--- src/rtl/npr_pkg.sv ---
package npr_pkg;
    typedef enum logic [2:0] {
        ST_IDLE,
        ST_ADDR,
        ST_LOAD,
        ST_CADDR,
        ST_BUSY
    } npr_state_e;

    localparam logic [7:0] CMD_LOAD   = 8'h80;
    localparam logic [7:0] CMD_RAND   = 8'h85;
    localparam logic [7:0] CMD_CONF   = 8'h10;
    localparam logic [7:0] CMD_STATUS = 8'h70;
    localparam logic [7:0] CMD_RESET  = 8'hFF;
endpackage

--- src/rtl/npr_busy_timer.sv ---
module npr_busy_timer #(
    parameter int PROG_CYCLES = 16,
    localparam int TMR_W = $clog2(PROG_CYCLES + 1)
) (
    input  logic clk,
    input  logic rst_n,
    input  logic start,
    input  logic abort,
    output logic busy,
    output logic done
);
    logic [TMR_W-1:0] cnt_d, cnt_q;

    always_comb begin
        cnt_d = cnt_q;
        if (abort)
            cnt_d = '0;
        else if (start)
            cnt_d = TMR_W'(PROG_CYCLES);
        else if (cnt_q != '0)
            cnt_d = cnt_q - TMR_W'(1);
    end

    always_ff @(posedge clk or negedge rst_n) begin
        if (!rst_n) cnt_q <= '0;
        else        cnt_q <= cnt_d;
    end

    assign busy = (cnt_q != '0);
    assign done = (cnt_q == TMR_W'(1));
endmodule

--- src/rtl/npr_page_array.sv ---
module npr_page_array #(
    parameter int COL_W       = 3,
    parameter int PAGE_W      = 2,
    parameter int CNT_W       = 3,
    localparam int PAGE_BYTES = 1 << COL_W,
    localparam int PAGES      = 1 << PAGE_W
) (
    input  logic                         clk,
    input  logic                         rst_n,
    input  logic                         wr_en,
    input  logic [PAGE_W-1:0]            wr_page,
    input  logic [PAGE_BYTES-1:0][7:0]   wr_data,
    input  logic                         erase_en,
    input  logic [PAGE_W-1:0]            erase_page,
    input  logic [PAGE_W-1:0]            cnt_page,
    output logic [CNT_W-1:0]             cnt_out,
    input  logic [PAGE_W-1:0]            peek_page,
    input  logic [COL_W-1:0]             peek_col,
    output logic [7:0]                   peek_data
);
    logic [PAGE_BYTES-1:0][7:0] page_data [PAGES];
    logic [CNT_W-1:0]           page_cnt  [PAGES];

    for (genvar p = 0; p < PAGES; p++) begin : g_page
        logic [PAGE_BYTES-1:0][7:0] data_d, data_q;
        logic [CNT_W-1:0]           cnt_d, cnt_q;

        always_comb begin
            data_d = data_q;
            cnt_d  = cnt_q;
            if (wr_en && wr_page == PAGE_W'(p)) begin
                data_d = data_q & wr_data;
                cnt_d  = cnt_q + CNT_W'(1);
            end
            if (erase_en && erase_page == PAGE_W'(p))
                cnt_d = '0;
        end

        always_ff @(posedge clk or negedge rst_n) begin
            if (!rst_n) begin
                data_q <= '1;
                cnt_q  <= '0;
            end else begin
                data_q <= data_d;
                cnt_q  <= cnt_d;
            end
        end

        assign page_data[p] = data_q;
        assign page_cnt[p]  = cnt_q;
    end

    assign cnt_out   = page_cnt[cnt_page];
    assign peek_data = page_data[peek_page][peek_col];
endmodule

--- src/rtl/nand_prog_resp.sv ---
module nand_prog_resp #(
    parameter int COL_W       = 3,
    parameter int PAGE_W      = 2,
    parameter int PROG_CYCLES = 16,
    parameter int MAX_PARTIAL = 4
) (
    input  logic              clk,
    input  logic              rst_n,
    input  logic              cmd_stb,
    input  logic              adr_stb,
    input  logic              din_stb,
    input  logic              rd_stb,
    input  logic [7:0]        bus_in,
    output logic [7:0]        bus_out,
    output logic              ready,
    input  logic              erase_stb,
    input  logic [PAGE_W-1:0] erase_page,
    input  logic [PAGE_W-1:0] peek_page,
    input  logic [COL_W-1:0]  peek_col,
    output logic [7:0]        peek_data
);
    import npr_pkg::*;

    localparam int PAGE_BYTES = 1 << COL_W;
    localparam int CNT_W      = $clog2(MAX_PARTIAL + 1);

    typedef struct packed {
        npr_state_e                 st;
        logic [2:0]                 aidx;
        logic [COL_W-1:0]           col;
        logic [PAGE_W-1:0]          page;
        logic [PAGE_BYTES-1:0][7:0] dreg;
        logic                       loaded;
        logic                       stat;
        logic                       fail;
    } regs_t;

    regs_t            r_d, r_q;
    logic             tmr_start, tmr_abort, tmr_busy, tmr_done;
    logic             prog_we;
    logic [CNT_W-1:0] part_cnt;
    logic             limit_hit;

    assign limit_hit = (part_cnt >= CNT_W'(MAX_PARTIAL));

    always_comb begin
        r_d       = r_q;
        tmr_start = 1'b0;
        tmr_abort = 1'b0;
        prog_we   = 1'b0;
        if (cmd_stb) begin
            if (bus_in == CMD_RESET) begin
                r_d.st     = ST_IDLE;
                r_d.dreg   = '1;
                r_d.loaded = 1'b0;
                r_d.stat   = 1'b0;
                r_d.fail   = 1'b0;
                tmr_abort  = 1'b1;
            end else if (bus_in == CMD_STATUS) begin
                r_d.stat = 1'b1;
            end else if (r_q.st != ST_BUSY) begin
                if (bus_in == CMD_LOAD) begin
                    r_d.st     = ST_ADDR;
                    r_d.aidx   = '0;
                    r_d.dreg   = '1;
                    r_d.loaded = 1'b0;
                    r_d.stat   = 1'b0;
                end else if (bus_in == CMD_RAND && r_q.st == ST_LOAD) begin
                    r_d.st   = ST_CADDR;
                    r_d.aidx = '0;
                    r_d.stat = 1'b0;
                end else if (bus_in == CMD_CONF && r_q.st == ST_LOAD && r_q.loaded) begin
                    r_d.st    = ST_BUSY;
                    r_d.stat  = 1'b0;
                    tmr_start = 1'b1;
                end
            end
        end else if (adr_stb && r_q.st == ST_ADDR) begin
            if (r_q.aidx == 3'd0) r_d.col  = bus_in[COL_W-1:0];
            if (r_q.aidx == 3'd2) r_d.page = bus_in[PAGE_W-1:0];
            r_d.aidx = r_q.aidx + 3'd1;
            if (r_q.aidx == 3'd4) r_d.st = ST_LOAD;
        end else if (adr_stb && r_q.st == ST_CADDR) begin
            if (r_q.aidx == 3'd0) r_d.col = bus_in[COL_W-1:0];
            r_d.aidx = r_q.aidx + 3'd1;
            if (r_q.aidx == 3'd1) r_d.st = ST_LOAD;
        end else if (din_stb && r_q.st == ST_LOAD) begin
            r_d.dreg[r_q.col] = bus_in;
            r_d.col           = r_q.col + COL_W'(1);
            r_d.loaded        = 1'b1;
        end

        if (r_q.st == ST_BUSY && tmr_done && !tmr_abort) begin
            r_d.st     = ST_IDLE;
            r_d.loaded = 1'b0;
            r_d.fail   = limit_hit;
            prog_we    = !limit_hit;
        end
    end

    always_ff @(posedge clk or negedge rst_n) begin
        if (!rst_n) begin
            r_q      <= '0;
            r_q.st   <= ST_IDLE;
            r_q.dreg <= '1;
        end else begin
            r_q <= r_d;
        end
    end

    npr_busy_timer #(.PROG_CYCLES(PROG_CYCLES)) u_timer (
        .clk   (clk),
        .rst_n (rst_n),
        .start (tmr_start),
        .abort (tmr_abort),
        .busy  (tmr_busy),
        .done  (tmr_done)
    );

    npr_page_array #(.COL_W(COL_W), .PAGE_W(PAGE_W), .CNT_W(CNT_W)) u_array (
        .clk        (clk),
        .rst_n      (rst_n),
        .wr_en      (prog_we),
        .wr_page    (r_q.page),
        .wr_data    (r_q.dreg),
        .erase_en   (erase_stb),
        .erase_page (erase_page),
        .cnt_page   (r_q.page),
        .cnt_out    (part_cnt),
        .peek_page  (peek_page),
        .peek_col   (peek_col),
        .peek_data  (peek_data)
    );

    assign ready   = !tmr_busy;
    assign bus_out = (rd_stb && r_q.stat) ? {1'b1, ready, 5'b0, r_q.fail} : 8'hFF;
endmodule

--- config.mk ---
export PLATFORM = sky130hd
export DESIGN_NAME = nand_prog_resp
export DESIGN_NICKNAME = d
export VERILOG_FILES = /design/src/rtl/npr_pkg.sv /design/src/rtl/npr_busy_timer.sv /design/src/rtl/npr_page_array.sv /design/src/rtl/nand_prog_resp.sv
export SDC_FILE = /design/constraint.sdc
export NUM_CORES = 1
export LEC_CHECK = 0
export BUFFER_PORTS_ARGS = -buffer_cell sky130_fd_sc_hd__clkbuf_2
export CAP_MARGIN = 20
export CORE_ASPECT_RATIO = 0.5
export CORE_MARGIN = 3
export CORE_UTILIZATION = 45
export CTS_BUF_LIST = sky130_fd_sc_hd__clkbuf_4
export CTS_CLUSTER_DIAMETER = 50
export DETAILED_ROUTE_END_ITERATION = 8
export SLEW_MARGIN = 20
export SYNTH_ARGS = -nofsm -noshare
export SYNTH_HDL_FRONTEND = slang
export SYNTH_SLANG_ARGS = --single-unit
--- constraint.sdc ---
create_clock -name clk -period 2.63 [get_ports clk]
set_input_delay 0.1315 -clock clk [delete_from_list [all_inputs] [get_ports clk]]
set_output_delay 0.1315 -clock clk [all_outputs]
set_load 0.02 [all_outputs]
==> load_flow_metrics.sql <==
INSERT INTO impl_metrics (metric_group, metric, value, unit) VALUES
('clocking', 'cts_root_buffer', 'clkbuf_4', ''),
('yosys', 'synth_seq_area_share', '0.597', ''),
('floorplan', 'die_h', '137', 'um'),
('setup_path', 'crit_path_max_fanout', '2', ''),
('grt', 'grt_start_max_net_pins', '95', ''),
('floorplan', 'core', '33300', 'um2'),
('setup_path', 'critical_path_required', '2.50', 'ns'),
('clocking', 'clockBufferDepth', '3', ''),
('routing', 'dr.first_iter.drc_count', '548', ''),
('setup_path', 'path_common_cell', 'mux4_2', ''),
('clocking', 'clk-insertion-delay-late', '0.76', 'ns'),
('setup_path', 'worstSetupPathType', 'flop to output port', ''),
('yosys', 'synth.area.top_cells', 'dfstp_2 55%, o21a_1 13%, mux4_2 11%, dfrtp_1 5.0%, mux2_2 4.8%', ''),
('yosys', 'synth_area', '15400', 'um2'),
('yosys', 'avg_synthesized_cell_area', '14.8', 'um2'),
('floorplan', 'die_area', '36600', 'um2'),
('final_layout', 'layout_commonest_cell', 'dfstp_2', ''),
('final_layout', 'layout_common_cells', '320 x dfstp_2, 262 x o21a_1, 130 x clkbuf_4', ''),
('setup_path', 'critical_path.endpoint_type', 'output port', ''),
('timing', 'holdWs', '0.272', 'ns'),
('routing', 'drc', '0', ''),
('final_layout', 'final_layout_size_suffix_gt1_frac', '0.570', ''),
('timing', 'period_share', '0.995', ''),
('grt', 'overflow', '0', ''),
('clocking', 'clock_sink_count', '351', ''),
('grt', 'first_pass_grt_wire_length', '57100', 'um'),
('grt', 'grt_util_all_layers', '0.205', ''),
('clocking', 'ctsHtreeMaxLevel', '3', ''),
('setup_path', 'worstRegToRegCells', '7', ''),
('power', 'power.static_leakage', '6.90', 'nW'),
('yosys', 'synth_enable_flop_cells', '0', ''),
('routing', 'detail_route.wl_per_cell', '21.4', 'um'),
('place', 'gp_routability_congestion', '0.775', ''),
('yosys', 'yosys_top_cell_by_area', 'dfstp_2', ''),
('final_layout', 'final_util', '0.527', ''),
('hold_path', 'worst_hold_path_type', 'primary input to flop', ''),
('timing', 'period_needed', '2.62', 'ns'),
('timing', 'max_freq', '0.382', 'GHz'),
('setup_path', 'slowest_stage', 'mux4_2', ''),
('timing', 'final_max_slew_viol_count', '0', ''),
('run_status', 'run_status', 'finished, final reports clean', ''),
('yosys', 'postSynthNetCount', '1074', ''),
('timing', 'fin_worst_skew', '0.0411', 'ns'),
('routing', 'final_antenna_net_count', '0', ''),
('timing', 'slew_headroom', '0.417', ''),
('flow_run', 'drv.max_cap_violation_count', '0', ''),
('floorplan', 'floorplan.initialDensity', '0.461', ''),
('timing', 'report.final.hold_viol_count', '0', ''),
('yosys', 'synth.yosys.warnings', '0', ''),
('yosys', 'ys_async_sr_fraction', '1.00', ''),
('grt', 'antenna_found_initial', '1', ''),
('final_layout', 'area.growth.synth_to_final', '14.2', '%'),
('place', 'place_hpwl', '21300', 'um'),
('routing', 'total_routed_wirelength', '35500', 'um'),
('routing', 'total_number_of_vias', '9372', ''),
('timing', 'final-setup-viol-count', '0', ''),
('final_layout', 'nets_final', '1184', ''),
('setup_path', 'critical_path.max_stage_delay', '0.53', 'ns'),
('timing', 'worst_slew_pin_slew', '0.871', 'ns'),
('yosys', 'number_of_flip_flops_and_latches_in_the_synthesized_netlist', '351', ''),
('clocking', 'cts_tree', 'yes', ''),
('floorplan', 'die_width', '267', 'um'),
('power', 'pwr_density_cell', '735', 'nW/um2'),
('timing', 'rsz0062_at_grt', 'true', ''),
('setup_path', 'startpoint_class', 'flop', ''),
('place', 'port_buffers', '37', ''),
('hold_path', 'worstHoldPathCells', '4', ''),
('clocking', 'cts_inserted_buffers', '84', ''),
('power', 'irDropWorstVdd', '0.410', 'mV'),
('grt', 'number_of_global_route_vias_before_repair', '10000', ''),
('floorplan', 'row_count', '47', ''),
('setup_path', 'cell_breakdown_of_the_critical_path', 'mux4_2, mux4_2, o21a_1, buf_6', ''),
('power', 'report.power.total', '12.9', 'mW'),
('routing', 'dr.pass1.iters', '5', ''),
('floorplan', 'num_io_pins', '39', ''),
('yosys', 'proportion_of_netlist_area_held_by_the_largest_area_contributor', '0.547', ''),
('yosys', 'flip_flop_cell_with_the_highest_count_after_synthesis', 'dfstp_2', ''),
('final_layout', 'finish.instance_area', '17600', 'um2'),
('yosys', 'yosys.cell_types.count', '54', ''),
('place', 'placedInstanceArea', '16200', 'um2'),
('timing', 'setup_tns', '0', 'ns'),
('clocking', 'cts.reportedPaths.clkPinSlew', '0.07', 'ns'),
('setup_path', 'critical_path_arrival', '2.49', 'ns'),
('routing', 'drt-vias-per-instance', '5.66', ''),
('yosys', 'synthesis.instances', '1040', '');
[worst max-delay path: cells and delay by family, from the launching register on]
kind                   cells  cell delay (ns)
AO/OA/AOI/OAI              1             0.24
multiplexers               2             0.98
buffers and inverters      1             0.15
flip-flops                 1             0.37
[area by class of cell]
type,instances,area (um2)
antenna,8,20.0
clock buffer,130,976
clock inverter,14,85.1
fill,2745,15800
inverter,8,30.0
multi-input combinational,609,5800
sequential,351,9180
tap,441,552
timing repair buffer,96,915
[repair_timing]
action / in CTS / in global routing
endpoints found under the hold margin: 176 / 0
setup endpoints to repair: 6 / 10
buffers inserted: 0 / 1
hold buffers: 24 / 0
gates resized for setup: 4 / 19
[metrics by stage]
step | cells | setup WS [ns]
detailed placement | 1480 | 0.356
finish | 1657 | 0.0118
floorplan | 1040 | 0.587
global placement | 1480 | 0.367
CTS | 1648 | -0.0715
global route | 1654 | -0.103
[worst paths after layout]
kind / from / endpoint / slack (ns)
setup / recovery: u_array.g_page[3].data_q[27]$_DFFE_PN1P_ / peek_data[3] / 0.01
hold / removal: erase_page[1] / u_array.g_page[1].cnt_q[0]$_DFFE_PN0P_ / 0.27
setup reg to reg: u_timer.cnt_q[2]$_DFFE_PN0P_ / u_array.g_page[1].cnt_q[2]$_DFFE_PN0P_ / 0.24
hold reg to reg: u_array.g_page[3].data_q[39]$_DFFE_PN1P_ / u_array.g_page[3].data_q[39]$_DFFE_PN1P_ / 0.45
max in group asynchronous: rst_n / u_array.g_page[0].data_q[28]$_DFFE_PN1P_ / 1.69
min in group asynchronous: rst_n / u_array.g_page[0].data_q[24]$_DFFE_PN1P_ / 0.36
[state kept, by name (all words and copies together) (netlist names)]
signal / cells
r_q: 78
u_array.g_page.cnt_q: 12
u_array.g_page.data_q: 256
u_timer.cnt_q: 5
[metal layers]
| layer | GRT usage | up-vias | share of wire |
|---|---|---|---|
| met4 | 0.0568 | 0 | 0.016 |
| met5 | 0 | - | 0 |
| li1 | - | 4138 | - |
| met3 | 0.0616 | 49 | 0.054 |
| met1 | 0.290 | 4969 | 0.47 |
| met2 | 0.310 | 216 | 0.46 |
[cell usage after synthesis (all sizes together), types with 2 or more instances]
cell type / instances
and2: 2
a22oi: 8
and3: 4
nor2: 28
nor4: 4
mux2: 66
buf: 47
nand2b: 3
xnor2: 5
inv: 8
nand4: 4
or2: 11
mux2i: 19
nand3: 10
nand3b: 3
nor2b: 5
nand2: 21
a211oi: 3
nor3b: 4
nor3: 4
o21a: 262
dfstp: 320
o22ai: 2
a31oi: 3
a21oi: 11
mux4: 73
clkbuf: 25
and3b: 3
dfrtp: 31
o31ai: 3
xor2: 3
and4: 3
o21ai: 13
o31a: 5
ha: 12
[power breakdown]
part | switching [mW] | internal [mW]
Sequential | 0.774 | 6.35
Clock | 2.15 | 2.33
Combinational | 0.629 | 0.675
[cell families after synthesis]
logic type | Yosys count | synth area share
flip-flops | 351 | 0.597
XOR/XNOR | 8 | 0.00456
buffers and inverters | 80 | 0.0263
other | 1 | 0.000244
AO/OA/AOI/OAI | 318 | 0.156
adder cells (fa/ha/maj) | 12 | 0.00976
AND/OR/NAND/NOR | 112 | 0.0388
multiplexers | 158 | 0.168
Power figures use the tool's default switching activity.
